## config.mk

```make
export PLATFORM = sky130hd
export DESIGN_NAME = xfer_done_ctrl
export DESIGN_NICKNAME = d
export VERILOG_FILES = /design/src/rtl/xdc_pkg.sv /design/src/rtl/xdc_fifo.sv /design/src/rtl/xdc_rst_pulse.sv /design/src/rtl/xdc_xfer_fsm.sv /design/src/rtl/xdc_dma_req.sv /design/src/rtl/xfer_done_ctrl.sv
export SDC_FILE = /design/constraint.sdc
export NUM_CORES = 1
export LEC_CHECK = 0
export BUFFER_PORTS_ARGS = -buffer_cell sky130_fd_sc_hd__buf_2
export CAP_MARGIN = 10
export CORE_MARGIN = 1.5
export CORE_UTILIZATION = 55
export DETAILED_ROUTE_END_ITERATION = 16
export HOLD_SLACK_MARGIN = 0.1
export PLACE_DENSITY_LB_ADDON = 0.2
export SETUP_SLACK_MARGIN = 0.1
export SLEW_MARGIN = 40
export SYNTH_ARGS = -nofsm -noshare
export SYNTH_HDL_FRONTEND = slang
export SYNTH_HIERARCHICAL = 1
export SYNTH_SLANG_ARGS = --single-unit
```

## constraint.sdc

```tcl
create_clock -name clk -period 8.2 [get_ports clk]
set_input_delay 0.82 -clock clk [delete_from_list [all_inputs] [get_ports clk]]
set_output_delay 0.82 -clock clk [all_outputs]
set_load 0.005 [all_outputs]
```

## src/rtl/xdc_pkg.sv

```systemverilog
package xdc_pkg;
  typedef enum logic [1:0] {
    XS_IDLE   = 2'd0,
    XS_ACTIVE = 2'd1,
    XS_DRAIN  = 2'd2
  } xfer_state_e;

  localparam int RST_CTRL = 0;
  localparam int RST_FIFO = 1;
  localparam int RST_DMA  = 2;
  localparam int RST_NUM  = 3;
endpackage

```

## src/rtl/xdc_fifo.sv

```systemverilog
module xdc_fifo #(
  parameter int DATA_W = 32,
  parameter int ADDR_W = 3
) (
  input  logic              clk,
  input  logic              rst,
  input  logic              flush,
  input  logic              push,
  input  logic [DATA_W-1:0] push_data,
  input  logic              pop,
  output logic [DATA_W-1:0] pop_data,
  output logic [ADDR_W:0]   level,
  output logic              full,
  output logic              empty
);
  localparam int DEPTH = 1 << ADDR_W;
  localparam logic [ADDR_W:0] FULL_LVL = (ADDR_W+1)'(DEPTH);

  logic [DATA_W-1:0] mem [DEPTH];
  logic [ADDR_W-1:0] wr_ptr, rd_ptr;
  logic [ADDR_W:0]   cnt;
  logic              push_ok, pop_ok;

  assign full    = (cnt == FULL_LVL);
  assign empty   = (cnt == '0);
  assign push_ok = push & ~full;
  assign pop_ok  = pop & ~empty;
  assign level   = cnt;

  // storage: write port only, no reset, so it maps onto block RAM
  always_ff @(posedge clk) begin
    if (push_ok) mem[wr_ptr] <= push_data;
  end

  // registered read port
  always_ff @(posedge clk) begin
    if (rst || flush)  pop_data <= '0;
    else if (pop_ok)   pop_data <= mem[rd_ptr];
  end

  always_ff @(posedge clk) begin
    if (rst || flush) begin
      wr_ptr <= '0;
      rd_ptr <= '0;
      cnt    <= '0;
    end else begin
      if (push_ok) wr_ptr <= wr_ptr + 1'b1;
      if (pop_ok)  rd_ptr <= rd_ptr + 1'b1;
      case ({push_ok, pop_ok})
        2'b10:   cnt <= cnt + 1'b1;
        2'b01:   cnt <= cnt - 1'b1;
        default: cnt <= cnt;
      endcase
    end
  end
endmodule

```

## src/rtl/xdc_rst_pulse.sv

```systemverilog
module xdc_rst_pulse #(
  parameter int PULSE_LEN = 2
) (
  input  logic clk,
  input  logic rst,
  input  logic set,
  output logic busy
);
  localparam int CW = $clog2(PULSE_LEN + 1);
  localparam logic [CW-1:0] LOAD = CW'(PULSE_LEN);

  logic [CW-1:0] cnt;

  always_ff @(posedge clk) begin
    if (rst)              cnt <= '0;
    else if (set)         cnt <= LOAD;
    else if (cnt != '0)   cnt <= cnt - 1'b1;
  end

  assign busy = (cnt != '0);
endmodule

```

## src/rtl/xdc_xfer_fsm.sv

```systemverilog
module xdc_xfer_fsm
  import xdc_pkg::*;
(
  input  logic        clk,
  input  logic        rst,
  input  logic        start,
  input  logic        card_end,
  input  logic        dir_wr,
  input  logic        dma_en,
  input  logic        fifo_empty,
  input  logic        abort,
  output xfer_state_e state,
  output logic        done_fire
);
  xfer_state_e nxt;

  always_comb begin
    nxt       = state;
    done_fire = 1'b0;
    case (state)
      XS_IDLE:   if (start) nxt = XS_ACTIVE;
      XS_ACTIVE: begin
        if (card_end) begin
          if (!dir_wr && dma_en) begin
            nxt = XS_DRAIN;
          end else begin
            nxt       = XS_IDLE;
            done_fire = 1'b1;
          end
        end
      end
      XS_DRAIN: begin
        if (fifo_empty) begin
          nxt       = XS_IDLE;
          done_fire = 1'b1;
        end
      end
      default:   nxt = XS_IDLE;
    endcase
    if (abort) begin
      nxt       = XS_IDLE;
      done_fire = 1'b0;
    end
  end

  always_ff @(posedge clk) begin
    if (rst) state <= XS_IDLE;
    else     state <= nxt;
  end
endmodule

```

## src/rtl/xdc_dma_req.sv

```systemverilog
module xdc_dma_req #(
  parameter int LEN_W  = 16,
  parameter int ADDR_W = 3
) (
  input  logic             clk,
  input  logic             rst,
  input  logic             dma_en,
  input  logic             dir_wr,
  input  logic             xfer_active,
  input  logic             start,
  input  logic             beat,
  input  logic [LEN_W-1:0] xfer_len,
  input  logic [ADDR_W:0]  level,
  input  logic [ADDR_W:0]  rx_wm,
  input  logic [ADDR_W:0]  tx_wm,
  input  logic             dto_status,
  input  logic             abort,
  output logic             dma_req
);
  logic [LEN_W-1:0] supplied, supplied_nxt;
  logic             open_len, wr_more, wr_want, rd_want, req_d;

  always_comb begin
    supplied_nxt = supplied;
    if (abort || start) supplied_nxt = '0;
    else if (beat)      supplied_nxt = supplied + 1'b1;
  end

  always_ff @(posedge clk) begin
    if (rst) supplied <= '0;
    else     supplied <= supplied_nxt;
  end

  assign open_len = (xfer_len == '0);
  assign wr_more  = open_len ? ~dto_status : (supplied_nxt < xfer_len);
  assign wr_want  = xfer_active & (level <= tx_wm) & wr_more;
  assign rd_want  = (level != '0) & ((level > rx_wm) | ~xfer_active);
  assign req_d    = dma_en & ~abort & (dir_wr ? wr_want : rd_want);

  always_ff @(posedge clk) begin
    if (rst) dma_req <= 1'b0;
    else     dma_req <= req_d;
  end
endmodule

```

## src/rtl/xfer_done_ctrl.sv

```systemverilog
module xfer_done_ctrl
  import xdc_pkg::*;
#(
  parameter int DATA_W    = 32,
  parameter int ADDR_W    = 3,
  parameter int LEN_W     = 16,
  parameter int RST_PULSE = 2
) (
  input  logic              clk,
  input  logic              rst,
  input  logic [LEN_W-1:0]  cfg_len,
  input  logic              cfg_dir_wr,
  input  logic              cfg_dma_en,
  input  logic [ADDR_W:0]   cfg_rx_wm,
  input  logic [ADDR_W:0]   cfg_tx_wm,
  input  logic              xfer_start,
  input  logic              card_push,
  input  logic [DATA_W-1:0] card_din,
  input  logic              card_pop,
  output logic [DATA_W-1:0] card_dout,
  input  logic              card_end,
  input  logic              host_strobe,
  input  logic [DATA_W-1:0] host_wdata,
  output logic [DATA_W-1:0] host_rdata,
  output logic              dma_req,
  input  logic              ctrl_rst_set,
  input  logic              fifo_rst_set,
  input  logic              dma_rst_set,
  output logic              ctrl_rst_busy,
  output logic              fifo_rst_busy,
  output logic              dma_rst_busy,
  input  logic [1:0]        int_clr,
  output logic              irq_dto,
  output logic              irq_rxwm,
  output logic [ADDR_W:0]   fifo_level,
  output logic              xfer_busy
);
  logic [RST_NUM-1:0] rst_set_vec, rst_busy_vec;
  logic               push_req, pop_req, push_en, pop_en;
  logic [DATA_W-1:0]  push_data, pop_data;
  logic               fifo_full, fifo_empty;
  xfer_state_e        state;
  logic               done_fire, dma_abort, rxwm_hit;

  // ---- self-clearing reset pulses ----
  assign rst_set_vec[RST_CTRL] = ctrl_rst_set;
  assign rst_set_vec[RST_FIFO] = fifo_rst_set;
  assign rst_set_vec[RST_DMA]  = dma_rst_set;

  for (genvar gi = 0; gi < RST_NUM; gi++) begin : g_rst
    xdc_rst_pulse #(.PULSE_LEN(RST_PULSE)) u_pulse (
      .clk  (clk),
      .rst  (rst),
      .set  (rst_set_vec[gi]),
      .busy (rst_busy_vec[gi])
    );
  end

  assign ctrl_rst_busy = rst_busy_vec[RST_CTRL];
  assign fifo_rst_busy = rst_busy_vec[RST_FIFO];
  assign dma_rst_busy  = rst_busy_vec[RST_DMA];

  // ---- FIFO port steering by direction ----
  assign push_req  = cfg_dir_wr ? host_strobe : card_push;
  assign push_data = cfg_dir_wr ? host_wdata  : card_din;
  assign pop_req   = cfg_dir_wr ? card_pop    : host_strobe;
  assign push_en   = push_req & ~fifo_rst_busy;
  assign pop_en    = pop_req  & ~fifo_rst_busy;

  xdc_fifo #(.DATA_W(DATA_W), .ADDR_W(ADDR_W)) u_fifo (
    .clk       (clk),
    .rst       (rst),
    .flush     (fifo_rst_busy),
    .push      (push_en),
    .push_data (push_data),
    .pop       (pop_en),
    .pop_data  (pop_data),
    .level     (fifo_level),
    .full      (fifo_full),
    .empty     (fifo_empty)
  );

  assign host_rdata = cfg_dir_wr ? '0 : pop_data;
  assign card_dout  = cfg_dir_wr ? pop_data : '0;

  // ---- transfer state ----
  xdc_xfer_fsm u_fsm (
    .clk        (clk),
    .rst        (rst),
    .start      (xfer_start),
    .card_end   (card_end),
    .dir_wr     (cfg_dir_wr),
    .dma_en     (cfg_dma_en),
    .fifo_empty (fifo_empty),
    .abort      (ctrl_rst_busy),
    .state      (state),
    .done_fire  (done_fire)
  );

  assign xfer_busy = (state != XS_IDLE);

  // ---- DMA requester ----
  assign dma_abort = dma_rst_set | dma_rst_busy;

  xdc_dma_req #(.LEN_W(LEN_W), .ADDR_W(ADDR_W)) u_dma (
    .clk         (clk),
    .rst         (rst),
    .dma_en      (cfg_dma_en),
    .dir_wr      (cfg_dir_wr),
    .xfer_active (state == XS_ACTIVE),
    .start       (xfer_start),
    .beat        (push_en & ~fifo_full & cfg_dir_wr),
    .xfer_len    (cfg_len),
    .level       (fifo_level),
    .rx_wm       (cfg_rx_wm),
    .tx_wm       (cfg_tx_wm),
    .dto_status  (irq_dto),
    .abort       (dma_abort),
    .dma_req     (dma_req)
  );

  // ---- sticky interrupts, set beats clear ----
  assign rxwm_hit = ~cfg_dma_en & ~cfg_dir_wr & (fifo_level > cfg_rx_wm);

  always_ff @(posedge clk) begin
    if (rst) begin
      irq_dto  <= 1'b0;
      irq_rxwm <= 1'b0;
    end else begin
      if (done_fire)       irq_dto <= 1'b1;
      else if (int_clr[0]) irq_dto <= 1'b0;
      if (rxwm_hit)        irq_rxwm <= 1'b1;
      else if (int_clr[1]) irq_rxwm <= 1'b0;
    end
  end
endmodule

```

==> results by group <==
Synth
  • Most frequent cell after synthesis: edfxtp_1
  • Predominant post-synthesis flop cell: edfxtp_1
  • Register area share after synthesis: 0.650
  • Ys Warns: 6
  • Cell accounting for the most synthesized area: edfxtp_1
  • Mapped Area: 14000 µm²
  • Post-synth EDFFs: 256
  • Ys async rst share: 0
  • Avg Inst Size Synth: 15.3 µm²
  • Post-synth top cells: edfxtp_1, nor2_1, dfxtp_1
  • Post-Syn Nets: 1054
  • Post-synth cell types: 55
  • Area share of the largest cell type after synthesis: 0.551
  • Yosys reg bits: 325
  • Top cells by area, synth: edfxtp_1, mux4_2, dfxtp_1, ha_1, mux2_2
  • Cell count after synthesis: 914

Clock network
  • Post-CTS setup buffer count: 0
  • CTS clk-pin slew, worst paths: 60 ps
  • Clk sink count: 325
  • H-tree Lvls: 2
  • Num CTS Buffers: 34
  • Post-cts sizing count: 0
  • Worst-skew pair later-pin latency: 510 ps
  • Clock buffer depth: 3
  • CTS tree: built
  • Number of hold buffers added after CTS: 0
  • CTS root buf: clkbuf_16

Die
  • Ports: 177
  • Die Width: 162 µm
  • FP Rows: 58
  • Initial Utilization: 0.557
  • Core area: 25000 µm²
  • Die area: 26300 µm²
  • Height of the die: 162 µm

Worst setup path
  • Setup CP Type: reg -> reg
  • Worst Path Arrival: 3930 ps
  • Critical path capture point type: register
  • Worst setup SP type: register
  • Req. time, crit path: 8590 ps
  • Worst-path fanout max: 11

Placed design
  • Placed instance area: 15200 µm²
  • GP Congestion: 0.786
  • Hpwl dp: 16200 µm
  • Port Buf Inserts: 176

Outcome
  • Outcome: complete, no violations

STA
  • Fin crit period: 3550 ps
  • Fin crit share: 0.433
  • Max Freq: 282 MHz
  • Max-slew violations: 0
  • Tightest Pin Transition: 690 ps
  • # setup viols final: 0
  • RSZ-0062 raised after global routing: no
  • Slew headroom: 0.540
  • Final clock skew: 17.8 ps
  • Post-route setup TNS: 0 ps
  • Final Hold Viols: 0

Final layout
  • Share of layout cells above drive strength 1: 0.323
  • Nets: 1233
  • Core Util, Final: 0.650
  • Area grow syn2layout: 16.6%
  • Diodes inserted: 0
  • Design area: 16300 µm²

Route
  • Final wirelength: 28200 µm
  • DRC errors left: 0
  • Wirelength per Cell: 19.5 µm
  • Pre-Repair DR Iteration Count: 4
  • Iteration-0 DRC count of the detailed router: 618
  • Via density: 5.65
  • Final ANT Viol Nets: 0
  • Vias post-DR: 8178

Flow run
  • Max-Cap Viols: 0

Global routing
  • Vias in the first global route: 8039
  • Gr usage total: 0.218
  • GRT overflow: 0
  • Largest net degree at the start of global routing: 55
  • Initial antenna violation count: 0
  • Wire length of the first global-routing pass: 43600 µm

Power and ir drop
  • Leak: 5.97 nW
  • Max IR drop VDD: 170 µV
  • Pwr dens: 219 nW/µm²

Hold path
  • Worst hold path class: reg -> reg
[metrics by stage]
stage	cells	hold WS, ps	power [mW]	worst slack [ps]
finish	1448	463	3.56	4650
global route	1448	478	3.67	4260
CTS	1447	466	3.59	4650
detailed placement	1386	451	2.12	4280
global placement	1384	440	2.11	4070
floorplan	914	426	2.04	2970
[final timing paths]
kind | start | to | slack, ps | cells after the start
max reg2reg | u_fifo/level[1] | u_dma/dma_req | 4650 | 14
min reg2reg | g_rst[0].u_pulse/cnt[0] | g_rst[0].u_pulse/cnt[0] | 460 | 1
min | g_rst[0].u_pulse/cnt[0] | g_rst[0].u_pulse/cnt[0] | 460 | 1
max | u_fifo/level[1] | u_dma/dma_req | 4650 | 14
[registers in the layout, summed over array words and instances, names as in the netlist]
name	flops
u_fifo/rd_ptr	3
u_fsm/state	2
u_dma/supplied	16
u_fifo/pop_data	32
u_dma/dma_req	1
u_fifo/mem	256
irq_rxwm	1
u_fifo/level	4
irq_dto	1
g_rst.u_pulse/cnt	6
u_fifo/wr_ptr	3
[where the power goes]
group / total (mW) / switching [mW] / internal [mW] / leakage [nW]
Sequential: 1.84 / 0.0228 / 1.82 / 2.88
Clock: 1.47 / 0.603 / 0.867 / 0.514
Combinational: 0.248 / 0.136 / 0.112 / 2.58
[cell usage in the layout (no fill, tap or decap), drive strengths merged, types with 2 or more instances in the layout]
| master | count |
|---|---|
| dfxtp | 69 |
| a211oi | 4 |
| nand3 | 11 |
| nor2b | 30 |
| nand2 | 20 |
| inv | 39 |
| xor2 | 13 |
| xnor2 | 8 |
| buf | 190 |
| nor4b | 3 |
| o211ai | 3 |
| clkinvlp | 3 |
| nor4 | 6 |
| and2 | 32 |
| nand2b | 5 |
| nor3 | 18 |
| nor3b | 4 |
| and2b | 6 |
| nor2 | 81 |
| ha | 37 |
| bufinv | 2 |
| mux4 | 64 |
| clkbuf | 45 |
| mux2 | 32 |
| mux2i | 5 |
| edfxtp | 256 |
| o21a | 2 |
| or2 | 7 |
| o22ai | 33 |
| a21oi | 21 |
| clkinv | 10 |
| o21ai | 36 |
| nand4 | 10 |
[cell families (layout without fill, tap and decap cells)]
| family | count (synthesis) | after routing | share of synthesized area |
|---|---|---|---|
| DFF | 325 | 325 | 0.650 |
| buffers and inverters | 85 | 289 | 0.0314 |
| adders and majority gates | 38 | 38 | 0.0346 |
| xor gates and xnor gates | 21 | 21 | 0.0132 |
| and+or+nand+nor | 238 | 238 | 0.0935 |
| muxes | 101 | 101 | 0.133 |
| AOI/OAI and AO/OA | 106 | 106 | 0.0447 |
[cell type report]
type | count | area [µm²]
timing repair buffer | 190 | 1040
multi-input combinational | 504 | 4520
clock inverter | 16 | 138
clock buffer | 45 | 933
inverter | 38 | 143
tap | 330 | 413
sequential | 325 | 9080
fill | 1795 | 8770
[metal layers]
metal  global-route usage  vias up  share of wire
li1                     -     3831              -
met4               0.0559        0          0.016
met1                0.290     4065           0.44
met2                0.376      247           0.49
met5                    0        -              0
met3               0.0335       35          0.053
[worst max-delay path, stage by stage, from the launching register on]
cell      delay [ps]
dfxtp_1          610
or4b_1           330
inv_1             80
nor3_2           470
nand3_4          140
nor3_4           290
and4_4           270
nand3_2           70
xor2_1           180
nor2_1            60
ha_1             310
nand4_1          130
nor3_1           210
o211ai_1         110
a31o_1           180
No activity file was read; power rests on OpenSTA's default activity.
